<file path="config.mk">
export PLATFORM = sky130hd
export DESIGN_NAME = chanq_top
export DESIGN_NICKNAME = d
export VERILOG_FILES = /design/src/rtl/chq_pkg.sv /design/src/rtl/chq_rr_pick.sv /design/src/rtl/chq_cfg_regs.sv /design/src/rtl/chq_fifo.sv /design/src/rtl/chanq_top.sv
export SDC_FILE = /design/constraint.sdc
export NUM_CORES = 1
export LEC_CHECK = 0
export CAP_MARGIN = 20
export CORE_AREA = 5 5 213 236
export DETAILED_ROUTE_END_ITERATION = 6
export DIE_AREA = 0 0 218 241
export PLACE_DENSITY = 0.79
export SYNTH_ARGS = -nofsm -noshare
export SYNTH_HDL_FRONTEND = slang
export SYNTH_SLANG_ARGS = --single-unit
</file>
<file path="constraint.sdc">
create_clock -name clk -period 9.5 [get_ports clk]
set_clock_uncertainty 0.2 [all_clocks]
set_input_delay 1.425 -clock clk [delete_from_list [all_inputs] [get_ports clk]]
set_output_delay 1.425 -clock clk [all_outputs]
set_load 0.01 [all_outputs]
</file>
<file path="src/rtl/chq_pkg.sv">
package chq_pkg;
   localparam int BYTE_W   = 8;
   localparam int TS_BYTES = 2;

   typedef enum logic {SEQ_IDLE, SEQ_BURST} seq_state_t;

   function automatic int clog2_min1(input int v);
      return (v > 1) ? $clog2(v) : 1;
   endfunction
endpackage

</file>
<file path="src/rtl/chq_rr_pick.sv">
module chq_rr_pick
   import chq_pkg::*;
#(
   parameter int N = 4,
   localparam int IW = clog2_min1(N)
) (
   input  logic [N-1:0]  req,
   input  logic [IW-1:0] last,
   output logic [IW-1:0] win,
   output logic          any
);
   // search from farthest to nearest so the nearest requester wins
   always_comb begin
      win = '0;
      any = 1'b0;
      for (int k = N; k >= 1; k--) begin
         if (req[(int'(last) + k) % N]) begin
            win = IW'((int'(last) + k) % N);
            any = 1'b1;
         end
      end
   end
endmodule

</file>
<file path="src/rtl/chq_cfg_regs.sv">
module chq_cfg_regs
   import chq_pkg::*;
#(
   parameter int N_CHAN = 96,
   localparam int SLICES = (N_CHAN + 7) / 8,
   localparam int AW = clog2_min1(SLICES + 1)
) (
   input  logic              clk,
   input  logic              rst_n,
   input  logic              we,
   input  logic [AW-1:0]     addr,
   input  logic [BYTE_W-1:0] wdata,
   output logic [N_CHAN-1:0] mask,
   output logic [1:0]        route
);
   logic [SLICES*BYTE_W-1:0] mask_q;
   logic [1:0]               route_q;

   for (genvar s = 0; s < SLICES; s++) begin : g_slice
      always_ff @(posedge clk or negedge rst_n) begin
         if (!rst_n)
            mask_q[s*BYTE_W +: BYTE_W] <= '1;
         else if (we && int'(addr) == s)
            mask_q[s*BYTE_W +: BYTE_W] <= wdata;
      end
   end

   always_ff @(posedge clk or negedge rst_n) begin
      if (!rst_n)
         route_q <= 2'b01;
      else if (we && int'(addr) == SLICES)
         route_q <= wdata[1:0];
   end

   assign mask  = mask_q[N_CHAN-1:0];
   assign route = route_q;
endmodule

</file>
<file path="src/rtl/chq_fifo.sv">
module chq_fifo
   import chq_pkg::*;
#(
   parameter int DEPTH = 64,
   parameter int W = 8,
   localparam int PW = clog2_min1(DEPTH),
   localparam int CW = $clog2(DEPTH + 1)
) (
   input  logic          clk,
   input  logic          rst_n,
   input  logic          wr_en,
   input  logic [W-1:0]  wr_data,
   input  logic          rd_en,
   output logic [W-1:0]  rd_data,
   output logic [CW-1:0] count,
   output logic          empty
);
   logic [W-1:0]  mem [DEPTH];
   logic [PW-1:0] wp, rp;

   always_ff @(posedge clk) begin
      if (wr_en) mem[wp] <= wr_data;
   end

   always_ff @(posedge clk or negedge rst_n) begin
      if (!rst_n) begin
         wp    <= '0;
         rp    <= '0;
         count <= '0;
      end else begin
         if (wr_en)
            wp <= (int'(wp) == DEPTH - 1) ? '0 : wp + 1'b1;
         if (rd_en)
            rp <= (int'(rp) == DEPTH - 1) ? '0 : rp + 1'b1;
         case ({wr_en, rd_en})
            2'b10:   count <= count + 1'b1;
            2'b01:   count <= count - 1'b1;
            default: count <= count;
         endcase
      end
   end

   assign rd_data = mem[rp];
   assign empty   = (count == '0);
endmodule

</file>
<file path="src/rtl/chanq_top.sv">
module chanq_top
   import chq_pkg::*;
#(
   parameter int N_UNITS      = 6,
   parameter int N_CHAN       = 96,
   parameter int SAMPLE_BYTES = 4,
   parameter int FIFO_DEPTH   = 64,
   parameter bit DUAL_OUT     = 1'b1,
   localparam int RECORD_BYTES = 1 + TS_BYTES + SAMPLE_BYTES,
   localparam int SLICES = (N_CHAN + 7) / 8,
   localparam int CFG_AW = clog2_min1(SLICES + 1),
   localparam int UW = clog2_min1(N_UNITS),
   localparam int CW = $clog2(FIFO_DEPTH + 1),
   localparam int BCW = clog2_min1(RECORD_BYTES)
) (
   input  logic                       clk,
   input  logic                       rst_n,
   input  logic [N_UNITS-1:0]         in_valid,
   input  logic [N_UNITS*BYTE_W-1:0]  in_data,
   output logic [N_UNITS-1:0]         in_ready,
   input  logic                       cfg_we,
   input  logic [CFG_AW-1:0]          cfg_addr,
   input  logic [BYTE_W-1:0]          cfg_wdata,
   output logic                       out_a_valid,
   input  logic                       out_a_ready,
   output logic [BYTE_W-1:0]          out_a_data,
   output logic                       out_b_valid,
   input  logic                       out_b_ready,
   output logic [BYTE_W-1:0]          out_b_data
);
   initial begin
      assert (FIFO_DEPTH >= RECORD_BYTES) else $error("queue smaller than one record");
      assert (N_CHAN >= 1 && N_CHAN <= 256) else $error("channel count must fit a byte");
      assert (N_UNITS >= 1) else $error("need at least one unit");
      assert (SAMPLE_BYTES >= 1) else $error("need at least one sample byte");
   end

   // configuration
   logic [N_CHAN-1:0] mask;
   logic [1:0]        route;

   chq_cfg_regs #(.N_CHAN(N_CHAN)) u_cfg (
      .clk(clk), .rst_n(rst_n), .we(cfg_we), .addr(cfg_addr),
      .wdata(cfg_wdata), .mask(mask), .route(route)
   );

   // arbitration
   seq_state_t       st;
   logic [UW-1:0]    gnt, last, win;
   logic             any;
   logic [BCW-1:0]   bcnt;
   logic             keep_q;
   logic             busy;

   chq_rr_pick #(.N(N_UNITS)) u_pick (
      .req(in_valid), .last(last), .win(win), .any(any)
   );

   assign busy = (st == SEQ_BURST);

   // queue status
   logic [CW-1:0]     fifo_cnt;
   logic              fifo_empty;
   logic              wr_en, rd_en;
   logic [BYTE_W-1:0] fifo_q;

   // channel lookup on the winner's first byte
   logic [UW-1:0]     cur_unit;
   logic [BYTE_W-1:0] cur_byte, win_byte;
   logic [255:0]      mask_ext;
   logic              ch_ok, room, xfer;

   assign mask_ext = 256'(mask);
   assign win_byte = in_data[int'(win)*BYTE_W +: BYTE_W];
   assign ch_ok    = (int'(win_byte) < N_CHAN) && mask_ext[win_byte];
   assign room     = (int'(fifo_cnt) + RECORD_BYTES) <= FIFO_DEPTH;
   assign cur_unit = busy ? gnt : win;
   assign cur_byte = in_data[int'(cur_unit)*BYTE_W +: BYTE_W];

   always_comb begin
      in_ready = '0;
      if (busy)
         in_ready[gnt] = 1'b1;
      else if (any && (!ch_ok || room))
         in_ready[win] = 1'b1;
   end

   assign xfer  = |(in_ready & in_valid);
   assign wr_en = xfer && (busy ? keep_q : ch_ok);

   always_ff @(posedge clk or negedge rst_n) begin
      if (!rst_n) begin
         st     <= SEQ_IDLE;
         gnt    <= '0;
         last   <= UW'(N_UNITS - 1);
         bcnt   <= '0;
         keep_q <= 1'b0;
      end else if (xfer) begin
         if (!busy) begin
            st     <= SEQ_BURST;
            gnt    <= win;
            last   <= win;
            keep_q <= ch_ok;
            bcnt   <= BCW'(1);
         end else if (bcnt == BCW'(RECORD_BYTES - 1)) begin
            st   <= SEQ_IDLE;
            bcnt <= '0;
         end else begin
            bcnt <= bcnt + 1'b1;
         end
      end
   end

   chq_fifo #(.DEPTH(FIFO_DEPTH), .W(BYTE_W)) u_fifo (
      .clk(clk), .rst_n(rst_n), .wr_en(wr_en), .wr_data(cur_byte),
      .rd_en(rd_en), .rd_data(fifo_q), .count(fifo_cnt), .empty(fifo_empty)
   );

   // output routing
   logic sel_a, sel_b;
   assign sel_a = route[0];

   if (DUAL_OUT) begin : g_dual
      assign sel_b      = route[1];
      assign out_b_data = fifo_q;
   end else begin : g_single
      assign sel_b      = 1'b0;
      assign out_b_data = '0;
   end

   assign out_a_valid = !fifo_empty && sel_a;
   assign out_b_valid = !fifo_empty && sel_b;
   assign out_a_data  = fifo_q;
   assign rd_en = !fifo_empty && (sel_a || sel_b)
                  && (!sel_a || out_a_ready) && (!sel_b || out_b_ready);
endmodule

</file>
==> impl_metrics.py, run 1 <==
metrics = {
    "clocking": {
        "cts_buffers": 59,
        "worst_skew_pair.late_latency_ns": 0.62,
        "clkTransAtPathRegs_ns": 0.07,
        "tritoncts": "done",
        "cts_buffer_depth": 3,
        "ctsHtreeMaxLevel": 2,
        "cts_root_buf": "clkbuf_16",
        "hold_buffers": 0,
        "clock-sinks": 640,
    },
    "job": {
        "drv_cap": 0,
    },
    "floorplanning": {
        "die_w_um": 218,
        "die_area_um2": 52500,
        "io_pins": 95,
        "core.rowCount": 84,
        "die_h_um": 241,
        "initial_core_util_pct": 60.2,
        "core_area_um2": 47500,
    },
    "timing": {
        "rsz0062_at_grt": "no",
        "hold_viol": 0,
        "drv_slew": 0,
        "max_freq_mhz": 110,
        "worstMarginPinSlew_ns": 1.03,
        "relSlewSlack_pct": 30.9,
        "fin_crit_sh_pct": 95.4,
        "period_minus_slack_ns": 9.06,
        "setup_tns_ns": 0,
        "setup_violations": 0,
        "fin_hold_ws_ns": 0.293,
    },
    "global_route": {
        "antenna_found_initial": 2,
        "grt_max_degree": 79,
        "grt_pass1_wl_um": 106000,
        "grt_pass1_vias": 16959,
        "gr-total-overflow": 0,
        "grt_use_total_pct": 26.6,
    },
    "run_status": {
        "status": "finished, final reports clean",
    },
    "logic_synthesis": {
        "synth.most_common_cell": "edfxtp_1",
        "ys_seq_area_share_pct": 65.4,
        "async_flop_share_pct": 20.0,
        "synth_edf_count": 512,
        "ys_ff_latch": 640,
        "syn_area_per_cell_um2": 17.1,
        "synth_area_leader_cell": "edfxtp_1",
        "yosysUniqueCellTypes": 92,
        "yosysTopAreaCellShare_pct": 53.8,
        "synth.area.top_cells": "edfxtp_1 (54%), mux4_2 (14%), dfstp_2 (9.1%)",
        "syn_nets": 1769,
        "synthCells": 1675,
        "synth_top_flop_cell": "edfxtp_1",
        "syn_area_um2": 28600,
        "synth_common_cells": "edfxtp_1 (512), mux4_2 (172), mux2_2 (128)",
        "yosysWarnings": 0,
    },
    "final_layout": {
        "areaGrowthSynthToFinish_pct": 13.9,
        "fillCellCount": 3043,
        "drive_gt1_share_pct": 32.9,
        "nets": 1904,
        "antenna_cells": 0,
    },
    "critical_path": {
        "regToRegStartpoint": "last[0]",
        "r2r_slack_ns": 1.01,
        "r2r-end": "u_fifo.count[6]",
        "r2r_cells": 31,
        "cp_max_fo": 24,
        "end_kind": "output port",
        "cp.arrival_ns": 7.44,
        "crit_type": "flop to output port",
        "cp_data_required_time_ns": 7.88,
        "worstSetupStartpointType": "flop",
    },
    "worst_hold_path": {
        "hold_start": "u_fifo.count[6]",
        "hold-path-endpoint": "u_fifo.count[6]",
        "hp-class": "flop to flop",
        "hold_depth": 1,
    },
    "detailed_routing": {
        "via_per_inst": 6.57,
        "num_vias": 16444,
        "dr.pass1.iters": 5,
        "wl_per_cell_um": 27.5,
        "routed_wl_um": 68900,
        "drt_iter0_markers": 1738,
        "route.detailed.drc": 0,
        "ant_nets": 0,
    },
    "place": {
        "io_buffers": 94,
        "dp_hpwl_um": 43300,
        "gp_congestion": 0.905,
    },
}
## through the flow
stage          cell area [µm²]  util, %  cells  setup WS (ns)
4_1_cts                  32500     68.5   2501         0.0711
5_1_grt                  32600     68.6   2503         0.0332
2_1_floorplan            28600        -   1675           1.45
3_5_place_dp             30600     64.3   2388          0.508
6_report                 32600     68.6   2503          0.437
3_3_place_gp             30600     64.3   2388          0.675
## what timing repair did
action                                  in CTS  in global routing
gates resized for setup                      0                  4
endpoints found under the setup margin       4                  6
pin swaps                                    1                  1
buffers inserted                             4                  2
## cell usage in the layout, fill, tap and decap left out, drive strengths merged, types with 12 or more instances in the layout
cell	count
clkinv	25
a21oi	30
buf	84
nor2	92
o21ai	51
nand3	34
mux2	131
mux2i	63
clkdlybuf4s50	93
a211oi	12
nor3	27
edfxtp	512
clkbuf	71
inv	27
nand2	77
mux4	172
dfstp	99
o211ai	13
ha	22
and2	13
dfrtp	29
## cells by family (layout without fill, tap and decap cells)
kind of cell,after synthesis,count (layout),synth area share [%]
simple gates,320,320,5.65
flops,640,640,65.4
compound gates,185,185,4.54
fa+ha+maj,23,23,1.03
buf+inv,126,309,1.96
mux,366,366,20.9
xor+xnor,15,15,0.486
## layout make-up
type / instances / area, µm² / area share, %
well taps: 645 / 807 / 2.48
repair buffers: 177 / 1570 / 4.83
multi-input cells: 909 / 9470 / 29.1
clock inverters: 38 / 393 / 1.21
flip-flops and latches: 640 / 18700 / 57.4
inverters: 23 / 86.3 / 0.265
clock buffers: 71 / 1530 / 4.70
## layer usage
metal / GRT usage [%] / share of wire, % / vias to the layer above
met3: 5.06 / 8.1 / 153
met4: 6.97 / 3.0 / 4
met5: 0 / 0.030 / -
met2: 46.2 / 52 / 897
li1: - / - / 6952
met1: 35.3 / 37 / 8438
## flip-flops by register name, indices dropped and copies added, names as in the netlist
name	cells
bcnt	3
busy	1
gnt	3
keep_q	1
last	3
u_cfg.mask	96
u_cfg.route	2
u_fifo.count	7
u_fifo.mem	512
u_fifo.rp	6
u_fifo.wp	6
## worst max-delay path, cell delays in order (launching register included)
cell	delay, ns
dfstp_2	0.85
ha_1	0.37
xnor2_2	0.20
ha_1	0.31
or4b_4	0.50
nand3_2	0.12
nor3_1	0.07
a2111o_1	0.48
o211ai_1	0.36
a31o_2	0.37
a31oi_1	0.07
a211oi_1	0.26
or2_4	0.44
mux2i_1	0.18
mux2_2	0.31
a211oi_1	0.37
o21ai_0	0.16
a211oi_1	0.23
buf_4	0.17
nand3_1	0.16
nand2_1	0.21
o21ai_0	0.10
clkdlybuf4s50_1	0.51
## how the worst max path moves through the flow
stage           startpoint              end  slack [ns]  cells after the start
6_report           last[0]      in_ready[5]        0.44                     22
5_1_grt            last[0]      in_ready[5]        0.03                     22
4_1_cts            last[2]      in_ready[5]        0.07                     21
3_5_place_dp   in_valid[0]  u_fifo.count[6]        0.51                     29
3_3_place_gp   in_valid[0]      in_ready[5]        0.67                     20
2_1_floorplan      last[2]  u_fifo.count[6]        1.45                     34
Power of run 1 is not shown: default switching activity piles up to over one toggle a cycle in this logic, so the estimate is an artifact.
==> run 2: changes to the inputs <==
TNS_END_PERCENT = 50   (was unset)
==> results of run 2 <==
Final layout, timing and power as in run 1 (identical DEF).
Power of run 2 is left out for the same reason.
